--- config.mk ---
export PLATFORM = sky130hd
export DESIGN_NAME = dac_serial_ctrl
export DESIGN_NICKNAME = d
export VERILOG_FILES = /design/src/rtl/dsc_pkg.sv /design/src/rtl/dsc_sync.sv /design/src/rtl/dsc_shifter.sv /design/src/rtl/dac_serial_ctrl.sv
export SDC_FILE = /design/constraint.sdc
export NUM_CORES = 1
export LEC_CHECK = 0
export BUFFER_PORTS_ARGS = -buffer_cell sky130_fd_sc_hd__buf_4
export CORE_UTILIZATION = 35
export CTS_BUF_LIST = sky130_fd_sc_hd__clkbuf_8
export DETAILED_ROUTE_END_ITERATION = 8
export PLACE_DENSITY_LB_ADDON = 0.1
export SLEW_MARGIN = 20
export SYNTH_ARGS = -nofsm -noshare
export SYNTH_HDL_FRONTEND = slang
export SYNTH_SLANG_ARGS = --single-unit
--- constraint.sdc ---
create_clock -name clk -period 3.2 [get_ports clk]
set_input_delay 0.16 -clock clk [delete_from_list [all_inputs] [get_ports clk]]
set_output_delay 0.16 -clock clk [all_outputs]
set_load 0.005 [all_outputs]
--- src/rtl/dsc_pkg.sv ---
package dsc_pkg;
    localparam int WORD_W  = 16;
    localparam int DATA_W  = 12;
    localparam int REF_W   = 2;
    // word field positions (decoded by the register stage)
    localparam int POS_SEL_HI = 15;
    localparam int POS_FAST   = 14;
    localparam int POS_PDN    = 13;
    localparam int POS_SEL_LO = 12;

    typedef enum logic [1:0] {
        TGT_B_AND_STAGE = 2'b00,
        TGT_STAGE_ONLY  = 2'b01,
        TGT_A_WITH_XFER = 2'b10,
        TGT_CONTROL     = 2'b11
    } target_e;

    typedef logic [DATA_W-1:0] code_t;
    typedef logic [WORD_W-1:0] word_t;
endpackage

--- src/rtl/dsc_sync.sv ---
module dsc_sync #(
    parameter int          W       = 3,
    parameter int          STAGES  = 2,
    parameter logic [W-1:0] RST_VAL = '0
) (
    input  logic         clk,
    input  logic         rst_n,
    input  logic [W-1:0] din,
    output logic [W-1:0] dout
);
    logic [W-1:0] stg_q [STAGES];
    logic [W-1:0] stg_d [STAGES];

    always_comb begin
        stg_d[0] = din;
        for (int i = 1; i < STAGES; i++) stg_d[i] = stg_q[i-1];
    end

    generate
        for (genvar g = 0; g < STAGES; g++) begin : g_stage
            always_ff @(posedge clk or negedge rst_n) begin
                if (!rst_n) stg_q[g] <= RST_VAL;
                else        stg_q[g] <= stg_d[g];
            end
        end
    endgenerate

    assign dout = stg_q[STAGES-1];
endmodule

--- src/rtl/dsc_shifter.sv ---
module dsc_shifter
    import dsc_pkg::*;
(
    input  logic  clk,
    input  logic  rst_n,
    input  logic  cs_s,
    input  logic  sck_s,
    input  logic  din_s,
    output logic  word_vld,
    output word_t word
);
    localparam int CNT_W = $clog2(WORD_W + 1);

    typedef struct packed {
        logic             active;
        logic [CNT_W-1:0] cnt;
        word_t            sh;
        logic             cs_p;
        logic             sck_p;
        logic             vld;
        word_t            word;
    } sh_st_t;

    sh_st_t st_d, st_q;
    word_t  nsh;
    logic   cs_fall, cs_rise, sck_fall;

    always_comb begin
        st_d     = st_q;
        st_d.vld = 1'b0;
        st_d.cs_p  = cs_s;
        st_d.sck_p = sck_s;
        cs_fall  = st_q.cs_p & ~cs_s;
        cs_rise  = ~st_q.cs_p & cs_s;
        sck_fall = st_q.sck_p & ~sck_s;
        nsh      = {st_q.sh[WORD_W-2:0], din_s};
        if (cs_fall) begin
            st_d.active = 1'b1;
            st_d.cnt    = '0;
            st_d.sh     = '0;
        end else if (cs_rise) begin
            if (st_q.active && st_q.cnt != '0) begin
                st_d.vld  = 1'b1;
                st_d.word = st_q.sh;
            end
            st_d.active = 1'b0;
        end else if (sck_fall && st_q.active && !cs_s) begin
            st_d.sh  = nsh;
            st_d.cnt = st_q.cnt + 1'b1;
            if (st_q.cnt == CNT_W'(WORD_W - 1)) begin
                st_d.vld    = 1'b1;
                st_d.word   = nsh;
                st_d.active = 1'b0;
            end
        end
    end

    always_ff @(posedge clk or negedge rst_n) begin
        if (!rst_n) st_q <= '{active: 1'b0, cnt: '0, sh: '0, cs_p: 1'b1,
                              sck_p: 1'b0, vld: 1'b0, word: '0};
        else        st_q <= st_d;
    end

    assign word_vld = st_q.vld;
    assign word     = st_q.word;
endmodule

--- src/rtl/dac_serial_ctrl.sv ---
module dac_serial_ctrl
    import dsc_pkg::*;
#(
    parameter int SYNC_STAGES = 2
) (
    input  logic              clk,
    input  logic              rst_n,
    input  logic              cs_n,
    input  logic              sclk,
    input  logic              sdin,
    output logic [DATA_W-1:0] dac_a_code,
    output logic [DATA_W-1:0] dac_b_code,
    output logic              fast_mode,
    output logic              power_down,
    output logic [REF_W-1:0]  ref_sel,
    output logic              commit_stb
);
    typedef struct packed {
        code_t            a;
        code_t            b;
        code_t            stage;
        logic [REF_W-1:0] refs;
        logic             fast;
        logic             pdn;
        logic             stb;
    } regs_t;

    logic [2:0] pins_s;
    logic       cmt_vld;
    word_t      cmt_word;
    code_t      stage_code;
    target_e    tgt;
    regs_t      r_d, r_q;

    dsc_sync #(.W(3), .STAGES(SYNC_STAGES), .RST_VAL(3'b100)) u_sync (
        .clk  (clk),
        .rst_n(rst_n),
        .din  ({cs_n, sclk, sdin}),
        .dout (pins_s)
    );

    dsc_shifter u_shift (
        .clk     (clk),
        .rst_n   (rst_n),
        .cs_s    (pins_s[2]),
        .sck_s   (pins_s[1]),
        .din_s   (pins_s[0]),
        .word_vld(cmt_vld),
        .word    (cmt_word)
    );

    assign tgt = target_e'({cmt_word[POS_SEL_HI], cmt_word[POS_SEL_LO]});

    always_comb begin
        r_d     = r_q;
        r_d.stb = 1'b0;
        if (cmt_vld) begin
            r_d.stb  = 1'b1;
            r_d.fast = cmt_word[POS_FAST];
            r_d.pdn  = cmt_word[POS_PDN];
            unique case (tgt)
                TGT_B_AND_STAGE: begin
                    r_d.b     = cmt_word[DATA_W-1:0];
                    r_d.stage = cmt_word[DATA_W-1:0];
                end
                TGT_STAGE_ONLY:  r_d.stage = cmt_word[DATA_W-1:0];
                TGT_A_WITH_XFER: begin
                    r_d.a = cmt_word[DATA_W-1:0];
                    r_d.b = r_q.stage;
                end
                TGT_CONTROL:     r_d.refs = cmt_word[REF_W-1:0];
                default:         r_d.refs = r_q.refs;
            endcase
        end
    end

    always_ff @(posedge clk or negedge rst_n) begin
        if (!rst_n) r_q <= '0;
        else        r_q <= r_d;
    end

    assign stage_code = r_q.stage;
    assign dac_a_code = r_q.a;
    assign dac_b_code = r_q.b;
    assign fast_mode  = r_q.fast;
    assign power_down = r_q.pdn;
    assign ref_sel    = r_q.refs;
    assign commit_stb = r_q.stb;
endmodule

# Yosys cells after proc, flatten, opt, wreduce, memory -nomap -nowiden
# Index checks and enable logic that the tools add are counted.
# totals
ff_bits	88
in_bits	5
out_inout_bits	29
elab_cells	62
# classes
bitwise_logic	7
reduce_logical	20
muxes	12
add_sub_neg	1
n_eq_ne	6
# ops
cell	n
$mux W17	5
$mux W22	2
$pmux W12 S2	1
$mux W21	1
$reduce_and A2 Y1	6
$reduce_bool A2 Y1	4
$reduce_bool A3 Y1	2
$add A5 B1 Y5 const B	1
$eq A5 B4 Y1 const B	1
$reduce_bool A5 Y1	1
$eq A2 B2 Y1 const B	2
$not A1 Y1	4
$reduce_and A4 Y1	1
$and A1 B1 Y1	3
$logic_and A1 B1 Y1	3
$mux W1	3
$eq A2 B1 Y1 const B	1
$logic_not A2 Y1	1
$ne A2 B1 Y1 const B	1
$ne A2 B2 Y1 const B	1
$reduce_or A2 Y1	1
$logic_not A1 Y1	1

# Logic depth before layout (Yosys ltp)
# Gate-level depths: netlist (run 1).
# depth
word_depth	7
mapped_depth	8
depth_no_buf	7

# Cells and area by module
# From an unflattened synthesis (run 1), not the netlist that was laid out.
# hier_totals
cells_unflattened	300
hier_area_um2	3902.5
# by_module_without_submodules
mod	area_per_inst_um2	instances	cells_per_inst	seq_area_each_um2
dsc_shifter	2084.5	1	193	1027.2
dac_serial_ctrl	1665.3	1	101	1026.0
dsc_sync	152.6	1	6	152.6

# Worst setup path before layout (run 1)
# Ideal clock, no wire load.
# synth_timing
kind	register to register
startpoint	reg u_shift.st_q[35] in the netlist's numbering
endpoint	reg u_shift.st_q (netlist bit u_shift.word[14])
arrival_ns	1.846
path_stages_with_launch	9
path_slack_ns	1.228
required_ns	3.074
synth_period_minus_slack_ns	1.972
path_buffers	1
setup_time_ns	0.126
cell_sequence	dfrtp_1 > ha_1 > and3_1 > ha_1 > and4b_1 > o21bai_2 > a21oi_4 > buf_8 > a2bb2oi_2
# synth_between
elab_chain_cells	4
elab_cells_between_ends	6
cone_classes	eq/ne: 2; reduce/logical: 4
# synth_lines
item	line	rtl
start, declared	dsc_shifter.sv:24	sh_st_t st_d, st_q;
start signal, assigned	dsc_shifter.sv:59	if (!rst_n) st_q <= '{active: 1'b0, cnt: '0, sh: '0, cs_p: 1'b1,
start signal, assigned	dsc_shifter.sv:61	else st_q <= st_d;
$reduce_bool A5 Y1	dsc_shifter.sv:42	if (st_q.active && st_q.cnt != '0) begin
$logic_and A1 B1 Y1	dsc_shifter.sv:42	
$ne A2 B2 Y1 (no source line)	--	
$reduce_and A4 Y1 (no source line) *	--	
# Mark *: on every way between the ends. The rest lies on a longest branch, timed or not.
# A chain may end at the register's enable or synchronous reset.

# Worst setup path in the final report (run 1)
# layout_timing
startpoint	reg u_shift.st_q[35] in the netlist's numbering
endpoint	reg u_shift.st_q (netlist bit u_shift.word[1])
# Same word-level chain as after synthesis.

==> metrics.txt, run 1 <==
status=finished, final reports clean; WL per Instance=15.4 µm; post-CTS sizing=0; CTS Buf Count=9; Routed Antenna Nets=0; Num Clock Sinks=88; Final GP Congestion=0.717; Die Ht=105 µm; Worst Path Arrival=roughly 2.6 ns; GR Overflow Total=0; Seq cells post-synth=a little under 90; Max stage delay cell, worst path=a21oi_4; Die X=105 µm; EDFF count, synth=0; crit start category=flop; vias in the first global route=2,332; vias post-DR=2,244; Post-Syn Area=0.00373 mm²; Pre-antenna DRT Iters=4; Avg Inst Size Synth=13.7 µm²; Via-to-Cell Ratio=4.96; Initial DRC Count=92; Worst-Margin Slew=0.816 ns; Commonest cells post-synth=dfrtp_1, o21ai_0, mux2_2; Clock Pin Slew Worst Setup and Hold Paths=0.09 ns; post-CTS setup buffer count=0; critical path class=reg -> reg; Hold Path Class=in -> async; top post-synthesis cells by area=dfrtp_1, mux2_2, a2bb2oi_2, a22o_1, o21ai_0; maximum VDD drop=0.252 mV; CTS max path bufs=2; # setup viols final=0; core box area=0.0103 mm²; Slew HR=45.6%; DRC=0; PD cells=701 mW/mm²; Final min period=around 2.3 ns; I/O pins=34; post-synth top area cell=dfrtp_1; cell breakdown of the critical path=ha_1 > and3_1 > ha_1 > and4b_1 > o21bai_2 > buf_4 > a21oi_4 > a2bb2oi_1; CTS H-tree depth=3; HPWL after DPL=4.53 mm; diode count=0; Synth Warn #=0; final instance area=about 0.0043 mm²; Leak=1.96 nW; Cell variety after synth=40; CP Buf/Inv Count=1; Layout Nets=320; CTS root buffer=clkbuf_8; Detailed Route WL=6.94 mm; Max-Cap Viols=0; critical path peak fanout=17; Slew Limit Fails=0; f_max=0.438 GHz; worst skew pair latency=0.36 ns; most numerous cell in the Yosys netlist=dfrtp_1; clk_skew=0.00992 ns; critical path capture point type=flop; fin crit share=71.3%; slowest stage delay, CP=0.53 ns; Syn Nets=281; kind of cell adding the most delay to the critical path=compound AO/OA/AOI/OAI gates; die area=0.0111 mm²; Total GRT Usage=14.1%; first-pass GRT wire length=12.0 mm; FFs w/ async S/R, synth=100%; fraction of layout cells with a size suffix above 1=33.9%; Synth top area share=57.0%; area growth from synthesis to layout=16.4%; CTS tree=built; Rows=37; main flop type after synthesis=dfrtp_1; Initial Util=36.2%; sequential area share after synthesis=59.1%; largest net degree at the start of global routing=35; final number of hold-violating endpoints=0; cell count after synthesis=272; IO Port Bufs=33; setup TNS=0 ns; DP Area=0.00408 mm²; CP required=3.47 ns; initial antenna violation count=0; most used cell, CP=ha_1; RSZ-0062 raised after global routing=false
metrics by stage:
step | setup WS (ns) | util, % | hold slack (ns) | instances | total power [mW]
6_report | 0.917 | 42.1 | 0.289 | 452 | 3.04
4_1_cts | 0.883 | 42.1 | 0.284 | 452 | 3.10
2_1_floorplan | 1.23 | - | -0.136 | 272 | 1.87
5_1_grt | 0.735 | 42.1 | 0.303 | 452 | 3.24
3_3_place_gp | 1.00 | 39.5 | 0.142 | 432 | 2.21
3_5_place_dp | 0.932 | 39.5 | 0.141 | 432 | 2.23
cell families after synthesis:
group                    count (synthesis)  synth area share, %
multiplexers                            40                 11.7
AND/OR/NAND/NOR                         31                 4.46
flip-flops                              88                 59.1
AO/OA/AOI/OAI                           83                 18.5
XOR/XNOR                                 3                0.704
buffers and inverters                   23                 4.22
adder cells (fa/ha/maj)                  4                 1.34
routing by layer:
layer / GRT usage, % / part of all wire (%) / vias to the layer above
met2: 23.5 / 49 / 39
met1: 17.7 / 47 / 1140
met4: 4.53 / 1.0 / 0
met3: 4.08 / 3.6 / 5
met5: 0 / 0 / -
li1: - / - / 1060
state kept, by name (all words and copies together), names as in the netlist:
name	flops
commit_stb	1
dac_a_code	12
dac_b_code	12
fast_mode	1
power_down	1
ref_sel	2
stage_code	12
u_shift.nsh	15
u_shift.st_q	9
u_shift.word	16
u_shift.word_vld	1
u_sync.dout	3
u_sync.stg_d	3
timing repair:
item / in CTS / in global routing
endpoints found under the setup margin: 0 / 0
hold endpoints to repair: 35 / 0
hold buffers: 4 / 0
where the power goes:
group          leakage, nW  switching (mW)  internal [mW]
clock network        0.105           0.396          0.463
registers             1.10           0.159           1.37
logic                0.751           0.241          0.413
total                 1.96           0.796           2.25
cell usage in the layout (no fill, tap or decap), drive strengths merged, types with 7 or more instances in the layout:
cell	synthesis	routed
inv	6	7
o21ai	29	29
mux2	28	28
a21oi	16	16
a22o	17	17
nand2	15	15
a2bb2oi	16	16
clkbuf	4	10
mux2i	12	12
buf	13	41
dfrtp	85	85
cell type report:
cell class                 count  area [µm²]
fill                         981        5980
sequential                    88        2210
multi-input combinational    161        1370
timing repair buffer          45         348
tap                          136         170
clock buffer                  10         138
clock inverter                 6        91.3
inverter                       6        22.5
path summary, 6_finish.rpt:
| kind | slack, ns | startpoint | cells after the start | endpoint |
|---|---|---|---|---|
| max in group asynchronous | 2.08 | rst_n | 3 | u_sync.stg_d[2] |
| worst min-delay path | 0.29 | rst_n | 2 | dac_b_code[3] |
| min in group clk | 0.35 | u_sync.stg_d[0] | 0 | u_sync.dout[0] |
| worst max register to register | 0.92 | u_shift.st_q[35] | 8 | u_shift.word[1] |
| worst max-delay path | 0.92 | u_shift.st_q[35] | 8 | u_shift.word[1] |
| worst min register to register | 0.35 | u_sync.stg_d[0] | 0 | u_sync.dout[0] |
Note: power is estimated with default switching activity, not from simulation.
==> inputs of run 2 (changes only) <==
==> constraint.sdc (replaced) <==
create_clock -name clk -period 2 [get_ports clk]
set_input_delay 0.1 -clock clk [delete_from_list [all_inputs] [get_ports clk]]
set_output_delay 0.1 -clock clk [all_outputs]
set_load 0.005 [all_outputs]
==> run 2 against run 1 <==
Against the previous run: clock-buffer cell count down 1; clock skew up 0.0022 ns; largest power group unchanged; maximum frequency up 21%; worst setup slack worse by 0.80 ns; total power up 56%; combinational power up 62%; via count up 1.9%; utilization up 0.86 points.
==> metrics.txt, run 2 (synthesized netlist as in run 1, its figures left out) <==
placed insts=440 (+1.9%); final instance area=0.00443 mm² (+2.0%); Layout Nets=330 (+3.1%); R2R setup slack=0.12 ns (-0.80 ns); Slew HR=50.6% (+5.0 points); IO Port Bufs=33 (unchanged); RR Endpoint=u_shift.word[1]; Leak=2.03 nW (+3.3%); Hold Path Class=in -> async; CTS max path bufs=2 (unchanged); PD cells=1070 mW/mm² (+52%); Initial DRC Count=80 (-13%); crit start category=flop; Worst Path Arrival=2.16 ns (-0.39 ns); r2r startpoint=u_shift.st_q[35]; Rows=37 (unchanged); filler-free cell count of the finished design=462 (+2.2%); Total GRT Usage=13.9% (-0.24 points); CTS tree=built; initial antenna violation count=0 (unchanged); Worst-Margin Slew=0.740 ns (-0.0754 ns); CTS root buffer=clkbuf_8; Max stage delay cell, worst path=dfrtp_1; Initial Util=36.2% (unchanged); largest net degree at the start of global routing=51 (+46%); HPWL after DPL=4.57 mm (+0.84%); Clock Pin Slew Worst Setup and Hold Paths=0.09 ns (about the same); Num Clock Sinks=88 (unchanged); Via-to-Cell Ratio=4.95 (-0.33%); Final GP Congestion=0.743 (+3.6%); RSZ-0062 raised after global routing=false; commonest non-fill, non-tap cell in the layout=dfrtp_1; # setup viols final=0 (unchanged); final number of hold-violating endpoints=0 (unchanged); I/O pins=34 (unchanged); switching share of power=27.0% (+0.84 points); most frequent cells in the layout=dfrtp_1, buf_4, o21ai_0, mux2_2, a22o_1; setup TNS=0 ns (unchanged); CTS H-tree depth=3 (unchanged); Slew Limit Fails=0 (unchanged); critical path peak fanout=11 (-6); CP required=2.28 ns (-1.19 ns); most used cell, CP=ha_1; Clock Power Share=25.8% (-2.4 points); GR Overflow Total=0 (unchanged); vias in the first global route=2,358 (+1.1%); Place WS=0.00790 ns (-0.924 ns); sequential power share=51.8% (+1.5 points); maximum VDD drop=0.368 mV (+46%); DP Area=0.00415 mm² (+1.8%); Reg2Reg Depth=8 (unchanged); Max-Cap Viols=0 (unchanged); sw power=1.28 mW (+61%); Pre-antenna DRT Iters=4 (unchanged); DRC=0 (unchanged); core box area=0.0103 mm² (unchanged); worst skew pair latency=0.36 ns (about the same); WL per Instance=14.8 µm (-3.4%); Internal=3.46 mW (+54%); critical path capture point type=flop; Detailed Route WL=6.86 mm (-1.2%); combinational power share=22.5% (+1.0 points); Die X=105 µm (unchanged); Largest register FFs=16 (unchanged); Tot Pwr=4.74 mW (+56%); CP Buf/Inv Count=1 (unchanged); fin crit share=94.1% (+23 points); Final WS setup=0.119 ns (-0.799 ns); fin util=42.9% (+0.86 points); CTS Buf Count=9 (unchanged); die area=0.0111 mm² (unchanged); area growth from synthesis to layout=18.8%; diode count=0 (unchanged); Hold WS=0.243 ns (-0.0452 ns); Routed Antenna Nets=0 (unchanged); Die Ht=105 µm (unchanged); fraction of layout cells with a size suffix above 1=35.6% (+1.7 points); cell breakdown of the critical path=ha_1 > and3_1 > ha_1 > and4b_1 > o21bai_4 > buf_6 > a21oi_1 > a2bb2oi_1; Final min period=1.88 ns (-0.401 ns); clk_skew=0.0121 ns (+0.00217 ns); critical path class=reg -> reg; slowest stage delay, CP=0.38 ns (-0.15 ns); kind of cell adding the most delay to the critical path=simple AND/OR/NAND/NOR gates; first-pass GRT wire length=11.9 mm (-1.5%); vias post-DR=2,286 (+1.9%); f_max=0.532 GHz (+21%); status=finished, final reports clean
[run 2: cell count changes in the layout (fill, tap and decap cells not counted)]
cell	delta
buf_12	+3
buf_4	+6
buf_6	+1
bufinv_16	-1
clkbuf_8	-1
clkinv_2	+2
clkinv_4	+1
clkinvlp_4	-3
inv_1	+1
inv_6	+1
o21bai_2	-1
o21bai_4	+1
[run 2: timing repair]
action,4_1_cts,5_1_grt
endpoints found under the hold margin,41,0
endpoints found under the setup margin,2,7
resized for setup,0,2
hold buffers,4,0
buffers inserted,2,0
[run 2: power by group through the flow]
stage               combinational [mW]  sequential (mW)  clock [mW]
finish                            1.06             2.45        1.22
global route                      1.18             2.52        1.34
CTS                               1.09             2.46        1.27
detailed placement                1.07             2.50           0
global placement                  1.06             2.48           0
floorplan                        0.533             2.45           0
[run 2: layout make-up]
cell class,instances,area [µm²]
Fill cell,976,5890
Sequential cell,88,2210
Multi-Input combinational cell,161,1380
Timing Repair Buffer,55,464
Tap cell,136,170
Clock buffer,9,124
Clock inverter,7,70.1
Inverter,6,22.5
[run 2: layer usage]
layer	vias up	wire length, µm	global-route usage [%]
met4	0	131	6.14
li1	1091	-	-
met5	-	0	0
met1	1151	3230	18.2
met2	34	3290	21.8
met3	10	205	3.34
[run 2: how the worst max path moves through the flow]
stage	depth (start not counted)	end	slack [ns]	start
3_3_place_gp	7	u_shift.word[3]	0.07	u_shift.st_q[36]
6_report	8	u_shift.word[1]	0.12	u_shift.st_q[35]
4_1_cts	8	u_shift.word[3]	0.05	u_shift.st_q[35]
3_5_place_dp	7	u_shift.word[3]	0.008	u_shift.st_q[36]
5_1_grt	8	u_shift.word[1]	0.002	u_shift.st_q[35]
2_1_floorplan	8	u_shift.word[14]	0.03	u_shift.st_q[35]
